==> config.mk <==
export PLATFORM = sky130hd
export DESIGN_NAME = rs_wakeup_select
export DESIGN_NICKNAME = d
export VERILOG_FILES = /design/src/rtl/rs_pkg.sv /design/src/rtl/rs_entry.sv /design/src/rtl/rs_alloc.sv /design/src/rtl/rs_select.sv /design/src/rtl/rs_wakeup_select.sv
export SDC_FILE = /design/constraint.sdc
export NUM_CORES = 1
export LEC_CHECK = 0
export BUFFER_PORTS_ARGS = -buffer_cell sky130_fd_sc_hd__buf_2
export CAP_MARGIN = 20
export CORE_MARGIN = 2
export CORE_UTILIZATION = 65
export DETAILED_ROUTE_END_ITERATION = 8
export PLACE_DENSITY = 0.86
export SETUP_SLACK_MARGIN = 0.2
export SYNTH_ARGS = -nofsm -noshare
export SYNTH_HDL_FRONTEND = slang
export SYNTH_SLANG_ARGS = --single-unit
export TNS_END_PERCENT = 10
==> constraint.sdc <==
create_clock -name clk_i -period 5.4 [get_ports clk_i]
set_input_delay 1.08 -clock clk_i [delete_from_list [all_inputs] [get_ports clk_i]]
set_output_delay 1.08 -clock clk_i [all_outputs]
set_load 0.01 [all_outputs]
==> src/rtl/rs_pkg.sv <==
package rs_pkg;
  localparam int unsigned NUM_SRC = 2;

  function automatic int unsigned idx_w(int unsigned n);
    return (n < 2) ? 1 : $clog2(n);
  endfunction
endpackage

==> src/rtl/rs_entry.sv <==
module rs_entry #(
  parameter int unsigned TAG_W  = 4,
  parameter int unsigned DATA_W = 16,
  parameter int unsigned AGE_W  = 2
) (
  input  logic                                       clk_i,
  input  logic                                       rst_ni,
  input  logic                                       alloc_i,
  input  logic                                       clear_i,
  input  logic [AGE_W-1:0]                           age_ld_i,
  input  logic [TAG_W-1:0]                           dst_i,
  input  logic [rs_pkg::NUM_SRC-1:0]                 rdy_i,
  input  logic [rs_pkg::NUM_SRC-1:0][TAG_W-1:0]      tag_i,
  input  logic [rs_pkg::NUM_SRC-1:0][DATA_W-1:0]     val_i,
  input  logic                                       bc_valid_i,
  input  logic [TAG_W-1:0]                           bc_tag_i,
  input  logic [DATA_W-1:0]                          bc_val_i,
  input  logic                                       rm_valid_i,
  input  logic [AGE_W-1:0]                           rm_age_i,
  output logic                                       valid_o,
  output logic                                       awake_o,
  output logic [AGE_W-1:0]                           age_o,
  output logic [TAG_W-1:0]                           dst_o,
  output logic [rs_pkg::NUM_SRC-1:0][DATA_W-1:0]     val_o
);
  localparam int unsigned NS = rs_pkg::NUM_SRC;

  logic                          valid_q;
  logic [AGE_W-1:0]              age_q;
  logic [TAG_W-1:0]              dst_q;
  logic [NS-1:0]                 rdy_q;
  logic [NS-1:0][TAG_W-1:0]      tag_q;
  logic [NS-1:0][DATA_W-1:0]     val_q;
  logic [NS-1:0]                 hit_new, hit_old;

  always_comb begin
    for (int s = 0; s < NS; s++) begin
      hit_new[s] = bc_valid_i && (bc_tag_i == tag_i[s]);
      hit_old[s] = bc_valid_i && valid_q && !rdy_q[s] && (bc_tag_i == tag_q[s]);
    end
  end

  always_ff @(posedge clk_i or negedge rst_ni) begin
    if (!rst_ni) begin
      valid_q <= 1'b0;
      age_q   <= '0;
      dst_q   <= '0;
      rdy_q   <= '0;
      tag_q   <= '0;
      val_q   <= '0;
    end else begin
      if (clear_i) begin
        valid_q <= 1'b0;
      end else if (alloc_i) begin
        valid_q <= 1'b1;
        age_q   <= age_ld_i;
        dst_q   <= dst_i;
      end else if (valid_q && rm_valid_i && (age_q > rm_age_i)) begin
        age_q <= age_q - 1'b1;
      end
      for (int s = 0; s < NS; s++) begin
        if (alloc_i) begin
          tag_q[s] <= tag_i[s];
          if (rdy_i[s]) begin
            rdy_q[s] <= 1'b1;
            val_q[s] <= val_i[s];
          end else if (hit_new[s]) begin
            // same-cycle broadcast caught on the way in
            rdy_q[s] <= 1'b1;
            val_q[s] <= bc_val_i;
          end else begin
            rdy_q[s] <= 1'b0;
          end
        end else if (hit_old[s]) begin
          rdy_q[s] <= 1'b1;
          val_q[s] <= bc_val_i;
        end
      end
    end
  end

  assign valid_o = valid_q;
  assign awake_o = valid_q && (&rdy_q);
  assign age_o   = age_q;
  assign dst_o   = dst_q;
  assign val_o   = val_q;

  for (genvar g = 0; g < NS; g++) begin : g_src_chk
    p_capture_r3: assert property (@(posedge clk_i) disable iff (!rst_ni)
      valid_q && !clear_i && !rdy_q[g] && bc_valid_i && (bc_tag_i == tag_q[g])
      |=> rdy_q[g] && (val_q[g] == $past(bc_val_i)));
    p_insert_ready_r2: assert property (@(posedge clk_i) disable iff (!rst_ni)
      alloc_i && rdy_i[g] |=> rdy_q[g] && (val_q[g] == $past(val_i[g])));
    p_keep_value_r2: assert property (@(posedge clk_i) disable iff (!rst_ni)
      valid_q && !clear_i && rdy_q[g] |=> rdy_q[g] && $stable(val_q[g]));
  end
endmodule

==> src/rtl/rs_alloc.sv <==
module rs_alloc #(
  parameter int unsigned ENTRIES = 4
) (
  input  logic [ENTRIES-1:0] free_i,
  output logic [ENTRIES-1:0] gnt_o,
  output logic               any_o
);
  logic found;

  // lowest free index wins
  always_comb begin
    gnt_o = '0;
    found = 1'b0;
    for (int i = 0; i < ENTRIES; i++) begin
      if (free_i[i] && !found) begin
        gnt_o[i] = 1'b1;
        found    = 1'b1;
      end
    end
    any_o = found;
  end
endmodule

==> src/rtl/rs_select.sv <==
module rs_select #(
  parameter int unsigned ENTRIES = 4,
  parameter int unsigned AGE_W   = 2
) (
  input  logic [ENTRIES-1:0]            awake_i,
  input  logic [ENTRIES-1:0][AGE_W-1:0] age_i,
  output logic [ENTRIES-1:0]            sel_o,
  output logic                          any_o
);
  // ages are unique among held entries; smallest age is oldest
  always_comb begin
    for (int i = 0; i < ENTRIES; i++) begin
      sel_o[i] = awake_i[i];
      for (int j = 0; j < ENTRIES; j++) begin
        if (j != i && awake_i[j] && (age_i[j] < age_i[i])) sel_o[i] = 1'b0;
      end
    end
    any_o = |awake_i;
  end
endmodule

==> src/rtl/rs_wakeup_select.sv <==
module rs_wakeup_select #(
  parameter int unsigned ENTRIES = 4,
  parameter int unsigned TAG_W   = 4,
  parameter int unsigned DATA_W  = 16
) (
  input  logic                   clk_i,
  input  logic                   rst_ni,
  input  logic                   ins_valid_i,
  output logic                   ins_ready_o,
  input  logic [TAG_W-1:0]       ins_dst_i,
  input  logic [1:0]             ins_src_rdy_i,
  input  logic [1:0][TAG_W-1:0]  ins_src_tag_i,
  input  logic [1:0][DATA_W-1:0] ins_src_val_i,
  input  logic                   bc_valid_i,
  input  logic [TAG_W-1:0]       bc_tag_i,
  input  logic [DATA_W-1:0]      bc_val_i,
  output logic                   iss_valid_o,
  input  logic                   iss_ready_i,
  output logic [TAG_W-1:0]       iss_dst_o,
  output logic [1:0][DATA_W-1:0] iss_src_o
);
  localparam int unsigned AGE_W = rs_pkg::idx_w(ENTRIES);
  localparam int unsigned CNT_W = $clog2(ENTRIES + 1);

  logic [ENTRIES-1:0]                  valid, awake, gnt, sel, alloc, clear;
  logic [ENTRIES-1:0][AGE_W-1:0]       age;
  logic [ENTRIES-1:0][TAG_W-1:0]       dst;
  logic [ENTRIES-1:0][1:0][DATA_W-1:0] val;
  logic                                any_free, any_awake, ins_fire, iss_fire;
  logic [AGE_W-1:0]                    rm_age;
  logic [CNT_W-1:0]                    keep_cnt;

  rs_alloc #(.ENTRIES(ENTRIES)) u_alloc (
    .free_i (~valid),
    .gnt_o  (gnt),
    .any_o  (any_free)
  );

  rs_select #(.ENTRIES(ENTRIES), .AGE_W(AGE_W)) u_select (
    .awake_i (awake),
    .age_i   (age),
    .sel_o   (sel),
    .any_o   (any_awake)
  );

  assign ins_ready_o = any_free;
  assign ins_fire    = ins_valid_i && any_free;
  assign iss_valid_o = any_awake;
  assign iss_fire    = any_awake && iss_ready_i;
  assign alloc       = gnt & {ENTRIES{ins_fire}};
  assign clear       = sel & {ENTRIES{iss_fire}};

  // new entry's age = number of entries that stay after this edge
  always_comb begin
    keep_cnt  = '0;
    rm_age    = '0;
    iss_dst_o = '0;
    iss_src_o = '0;
    for (int i = 0; i < ENTRIES; i++) begin
      keep_cnt = keep_cnt + CNT_W'(valid[i] && !clear[i]);
      if (sel[i]) begin
        rm_age    = rm_age | age[i];
        iss_dst_o = iss_dst_o | dst[i];
        iss_src_o = iss_src_o | val[i];
      end
    end
  end

  for (genvar g = 0; g < ENTRIES; g++) begin : g_ent
    rs_entry #(.TAG_W(TAG_W), .DATA_W(DATA_W), .AGE_W(AGE_W)) u_ent (
      .clk_i      (clk_i),
      .rst_ni     (rst_ni),
      .alloc_i    (alloc[g]),
      .clear_i    (clear[g]),
      .age_ld_i   (keep_cnt[AGE_W-1:0]),
      .dst_i      (ins_dst_i),
      .rdy_i      (ins_src_rdy_i),
      .tag_i      (ins_src_tag_i),
      .val_i      (ins_src_val_i),
      .bc_valid_i (bc_valid_i),
      .bc_tag_i   (bc_tag_i),
      .bc_val_i   (bc_val_i),
      .rm_valid_i (iss_fire),
      .rm_age_i   (rm_age),
      .valid_o    (valid[g]),
      .awake_o    (awake[g]),
      .age_o      (age[g]),
      .dst_o      (dst[g]),
      .val_o      (val[g])
    );
  end

  p_one_issue_r6: assert property (@(posedge clk_i) disable iff (!rst_ni)
    $onehot0(sel));
  p_sel_awake_r5: assert property (@(posedge clk_i) disable iff (!rst_ni)
    iss_valid_o |-> |(sel & awake));
  p_hold_r8: assert property (@(posedge clk_i) disable iff (!rst_ni)
    iss_valid_o && !iss_ready_i |=> iss_valid_o);
  p_free_after_issue_r8: assert property (@(posedge clk_i) disable iff (!rst_ni)
    !ins_ready_o && iss_fire |=> ins_ready_o);
  p_full_block_r9: assert property (@(posedge clk_i) disable iff (!rst_ni)
    !ins_ready_o && !iss_fire |=> !ins_ready_o);
endmodule

# Yosys cells after proc, flatten, opt, wreduce, memory -nomap -nowiden
# Cells that the tools add are included.
[totals] ff_bits=196 in_bits=71 output_inout_bits=38 word_cells=287
[classes] addsub=7 magnitude_cmp=16 n_eq_ne=18 mux=87 bitwise=16 n_reduce_logical=107
[op_table] cell="$mux W16" n=20
[op_table] cell="$mux W32" n=4
[op_table] cell="$or A32 B32 Y32" n=3
[op_table] cell="$logic_and A1 B1 Y1" n=55
[op_table] cell="$mux W1" n=47
[op_table] cell="$eq A4 B4 Y1" n=10
[op_table] cell="$reduce_and A2 Y1" n=20
[op_table] cell="$reduce_bool A2 Y1" n=16
[op_table] cell="$lt A2 B2 Y1" n=12
[op_table] cell="$mux W2" n=12
[op_table] cell="$ne A3 B2 Y1 const B" n=8
[op_table] cell="$mux W4" n=4
[op_table] cell="$logic_not A1 Y1" n=15
[op_table] cell="$or A4 B4 Y4" n=3
[op_table] cell="$and A4 B4 Y4" n=2
[op_table] cell="$gt A2 B2 Y1" n=4
[op_table] cell="$sub A2 B1 Y2 const B" n=4
[op_table] cell="$or A2 B2 Y2" n=3
[op_table] cell="$add A2 B1 Y2" n=2
[op_table] cell="$not A1 Y1" n=4
[op_table] cell="$not A4 Y4" n=1
[op_table] cell="$reduce_or A4 Y1" n=1
[op_table] cell="$add A1 B1 Y2" n=1

# Longest topological paths before layout
[logic_depth] depth_word=17 ltp_mapped=15 mapped_depth_nobuf=13

# Cells and area by module
# From an unflattened synthesis, not the netlist that was laid out.
[hier_totals] cells_unflattened=948 area_unflattened_um2=11748.8
[by_module_without_submodules] module="rs_entry" instances=4 cells_per_inst=186 area_each_um2=2586.2 seq_area_each_um2=1226.2
[by_module_without_submodules] module="rs_wakeup_select" instances=1 cells_per_inst=150 area_each_um2=1007.2 seq_area_each_um2=0.0
[by_module_without_submodules] module="rs_select" instances=1 cells_per_inst=49 area_each_um2=359.1 seq_area_each_um2=0.0
[by_module_without_submodules] module="rs_alloc" instances=1 cells_per_inst=5 area_each_um2=37.5 seq_area_each_um2=0.0

# Least setup slack after synthesis
# OpenSTA, ideal clock, no wires.
[synth_timing] kind="reg-to-reg" startpoint="register g_ent[3].u_ent.age_q[1]" endpoint="register g_ent[2].u_ent.age_q[0]" setup_ns=0.126 arrival_time_ns=3.311 required_time_ns=5.274 slack_ns=1.963 path_stages_with_launch=16 path_buffers=2 period_less_slack_ns=3.437 cell_sequence="dfrtp_1 inv_1 ha_1 nand2b_1 a221oi_1 and4b_1 buf_2 clkbuf_1 a22o_1 a211oi_1 ha_1 nand2_1 o211ai_1 or2_2 a22o_1 a221o_1"
[synth_via] elab_chain_cells=14 elab_cells_between_ends=43 classes_between="add/sub: 3; order compare: 7; mux: 11; bitwise: 5; reduce/logical: 17"
[synth_lines] element="from (decl)" line_no="rs_entry.sv:29" text="logic [AGE_W-1:0] age_q;"
[synth_lines] element="from (signal assigned)" line_no="rs_entry.sv:56" text="age_q <= age_ld_i;"
[synth_lines] element="from (signal assigned)" line_no="rs_entry.sv:59" text="age_q <= age_q - 1'b1;"
[synth_lines] element="$lt A2 B2 Y1" line_no="rs_select.sv:15" text="if (j != i && awake_i[j] && (age_i[j] < age_i[i])) sel_o[i] = 1'b0;"
[synth_lines] element="$logic_and A1 B1 Y1" line_no="rs_select.sv:15"
[synth_lines] element="$mux W1" line_no="rs_select.sv:15"
[synth_lines] element="$mux W2" line_no="rs_wakeup_select.sv:61" text="if (sel[i]) begin"
[synth_lines] element="$or A2 B2 Y2" line_no="rs_wakeup_select.sv:62" text="rm_age = rm_age | age[i];"
[synth_lines] element="$mux W2" line_no="rs_wakeup_select.sv:61"
[synth_lines] element="$or A2 B2 Y2" line_no="rs_wakeup_select.sv:62"
[synth_lines] element="$mux W2" line_no="rs_wakeup_select.sv:61"
[synth_lines] element="$or A2 B2 Y2" line_no="rs_wakeup_select.sv:62"
[synth_lines] element="$mux W2" line_no="rs_wakeup_select.sv:61"
[synth_lines] element="$gt A2 B2 Y1" line_no="rs_entry.sv:58" text="end else if (valid_q && rm_valid_i && (age_q > rm_age_i)) begin"
[synth_lines] element="$logic_and A1 B1 Y1" line_no="rs_entry.sv:58"
[synth_lines] element="$reduce_bool A2 Y1 (no source line)"
[synth_lines] element="$reduce_and A2 Y1 (no source line)"
[synth_lines] element="to (signal assigned)" line_no="rs_entry.sv:56"
[synth_lines] element="to (signal assigned)" line_no="rs_entry.sv:59"
[synth_lines] element="to (decl)" line_no="rs_entry.sv:29"
# Parallel ways exist; a longest one is shown, timed or not.
# A chain may end at the register's enable or synchronous reset.

==> summary.md <==
• 3.32 ns — Arrival @ worst endpoint
• 2 — number of buffers between clock root and the deepest sink
• 0 — max-cap violation count
• 0.45 ns — insertion delay to the later sink of the worst-skew pair
• 1134 — count of fill cells added during filler insertion
• 6 — first-pass iteration count of the detailed router
• 0 — total setup violations reported at the end of the flow
• g_ent[0].u_ent.age_o[1] — critical register-to-register path startpoint
• 227 MHz — upper clock frequency limit
• 43.4% — sequential cell area fraction in the yosys report
• sky130_fd_sc_hd__dfrtp_1 — Primary FF master, synth
• completed — run status
• 81.5% — crit share post-route
• 6.40 — average vias per placed instance
• 0.00608 uW — Lkg Pwr
• 0 — number of enable-type register cells in the synthesized netlist
• 136 um — width of the die
• 1.28 ns — worst-case register-to-register setup slack
• g_ent[2].u_ent.age_o[0] — endpoint of the worst register-to-register path
• 1132 — syn_nets
• 0.0119 ns — Worst Clk Skew
• sky130_fd_sc_hd__dfrtp_1 (196), sky130_fd_sc_hd__nand2_1 (195), sky130_fd_sc_hd__mux2_2 (167) — commonest cells in the synthesized netlist
• 31.2% — share of layout cells above drive strength 1
• 0 — number of remaining DRC errors
• 16.6% — proportion of power drawn by the clock network
• 33.0% — Sequential Power Share
• 0 — Post-CTS Setup Bufs
• false — unrepaired setup endpoints after global routing
• 1039 — synthesized instance count
• 136 um — Die H
• sky130_fd_sc_hd__dfrtp_1 (43%), sky130_fd_sc_hd__mux2_2 (17%), sky130_fd_sc_hd__nand2_1 (6.5%) — cells taking the most area after synthesis
• 0.07 ns — clock-pin slew on the worst setup and hold paths
• 48 — Cell Rows
• 24 — maximum fanout along the worst path
• 0 — PostCTS Resize Cnt
• input port to asynchronous set/reset pin — class of the tightest hold or removal check
• 196 — flip-flop and latch count after synthesis
• register — type of origin of the critical path
• 0 ns — final-layout setup total negative slack
• 4.32 ns — required time worst endpoint
• sky130_fd_sc_hd__dfrtp_1 — area leader, netlist
• 646 mW/mm^2 — Pwr per Cell Area
• 4700 uW — internal power of the cells
• 17 — number of buffers created by CTS
• 2 — antenna violations before repair
• sky130_fd_sc_hd__clkbuf_16 — CTS Root Buffer Type
• 0.0171 mm^2 — area of the core region
• 9018 — vias in the first global route
• 0 — cts-stage hold buffer count
• inv_1 -> ha_1 -> nor2b_1 -> a2bb2oi_1 -> a2111o_1 -> buf_4 -> o211ai_1 -> buf_2 — Cell Chain, Critical Path
• sky130_fd_sc_hd__a2111o_1 — Slowest cell on crit path
• 1.17 ns — worst slew pin tran
• 0.892 — routability congestion estimate from global placement
• 13 — cells on worst reg2reg path
• 0 — count of warnings emitted by yosys
• 0 — aggregate global routing overflow
• output pin — Critical Path End Type
• 10.9 um^2 — post-synthesis average cell area
• 11.4% — relative area change from synthesis to final layout
• built — TritonCTS clock tree
• 4.40 ns — post-layout min period
• 65 — number of distinct library cells after synthesis
• 22.1 um — average wire per cell in the routed design
• register to output pin — crit path kind
• 34.0% — total global-route track usage
• 21.7% — worst relative slew slack
• 47900 um — first-pass GRT wire length
• 0.74 ns — slowest cell delay on critical path
• 109 — count of pins on the block boundary
• 66.0% — starting density of the core
• 42.1% — sw frac
• 0.356 mV — Worst VDD drop
• 50.4% — part of the power in combinational logic
• 4 — H-tree levels
• 196 — clock sinks
• 1215 — # nets final
• 0 — Final Max Tran Viols
• 0 — post-detailed-route count of antenna-violating nets
• 8722 — overall via count from detail_route
• 0.0184 mm^2 — area of the die
• 108 — I/O Buffers
• 43.4% — post-synth top area share
• 18900 um — DPL Wire Length
• 30100 um — post-detailed-routing wire length
• 131 — largest net degree at the start of global routing
• sky130_fd_sc_hd__dfrtp_1 — most repeated cell in the gate-level netlist after synthesis
• 8130 uW — total power consumption of the routed design
• 0 — final hold vios
• 0.0113 mm^2 — total standard cell area after synthesis
• 1000 — Iter 0 DRT Violations
• 3420 uW — Net Switching
• 100% — asr flop ratio synth
stage by stage:
stage | instances | setup WS, ns | util, % | cell area, um^2 | hold WS [ns]
floorplan | 1039 | 1.96 | - | 11300 | 0.446
global placement | 1327 | 1.48 | 69.7 | 11900 | 0.458
detailed placement | 1327 | 1.39 | 69.7 | 11900 | 0.466
CTS | 1359 | 1.10 | 73.3 | 12600 | 0.484
global route | 1362 | 0.908 | 73.5 | 12600 | 0.453
finish | 1362 | 0.997 | 73.5 | 12600 | 0.458
cell usage in the layout, fill, tap and decap left out, drive strengths merged, types with 10 or more instances in the layout:
cell | Yosys | layout
a21oi | 10 | 10
a22oi | 37 | 37
buf | 29 | 120
clkbuf | 28 | 21
dfrtp | 196 | 196
ha | 21 | 21
inv | 45 | 49
mux2 | 192 | 192
mux2i | 67 | 67
nand2 | 199 | 199
nand3 | 14 | 14
nor2 | 18 | 18
nor2b | 10 | 10
o211ai | 47 | 47
xnor2 | 26 | 26
xor2 | 15 | 15
state kept, by name (all words and copies together) (netlist names):
signal and count:
g_ent.u_ent.val_o 128, g_ent.u_ent.dst_o 16, g_ent.u_ent.rdy_q 8, g_ent.u_ent.valid_o 4, g_ent.u_ent.tag_q 32, g_ent.u_ent.age_o 8
power groups by stage:
stage	combinational (uW)	clock [uW]	sequential [uW]
3_3_place_gp	3840	0	2630
2_1_floorplan	2870	0	2520
5_1_grt	4460	1410	2760
4_1_cts	4050	1350	2670
6_report	4090	1350	2680
3_5_place_dp	3990	0	2670
critical path, delay by kind of cell, from the launching register on:
family | cells | cell delay [ns]
flops | 1 | 0.42
buf+inv | 3 | 0.73
compound gates | 3 | 1.24
simple gates | 1 | 0.15
fa+ha+maj | 1 | 0.33
how the worst max path moves through the flow:
stage / from / to / cells past startpoint
3_3_place_gp: g_ent[0].u_ent.age_o[1] / g_ent[2].u_ent.age_o[0] / 13
2_1_floorplan: g_ent[3].u_ent.age_o[1] / g_ent[2].u_ent.age_o[0] / 15
5_1_grt: g_ent[0].u_ent.age_o[1] / iss_src_o[31] / 8
4_1_cts: g_ent[0].u_ent.age_o[1] / iss_src_o[31] / 8
3_5_place_dp: g_ent[0].u_ent.age_o[1] / g_ent[2].u_ent.age_o[0] / 13
6_report: g_ent[0].u_ent.age_o[1] / iss_src_o[31] / 8
area by class of cell:
| cell class | count | area [um^2] | area share [%] |
|---|---|---|---|
| multi-input combinational | 741 | 5940 | 47.2 |
| sequential | 196 | 4900 | 39.0 |
| timing repair buffer | 121 | 667 | 5.30 |
| clock buffer | 20 | 447 | 3.55 |
| tap | 225 | 282 | 2.24 |
| clock inverter | 12 | 170 | 1.35 |
| inverter | 45 | 169 | 1.34 |
| antenna | 2 | 5.00 | 0.0398 |
routing by layer:
layer / up-vias / wire, um / GRT usage [%]
met4: 0 / 1010 / 15.5
met1: 4360 / 12000 / 45.2
met2: 432 / 14500 / 54.2
met3: 82 / 2560 / 6.60
met5: - / 0 / 0
li1: 3848 / - / -
logic make-up after synthesis:
group | count (synthesis) | synth area share (%)
multiplexers | 259 | 25.4
XOR/XNOR | 41 | 3.18
AO/OA/AOI/OAI | 136 | 9.77
flip-flops | 196 | 43.4
adder cells (fa/ha/maj) | 22 | 2.50
AND/OR/NAND/NOR | 283 | 11.4
buffers and inverters | 102 | 4.30
No activity file was read; power rests on OpenSTA's default activity.
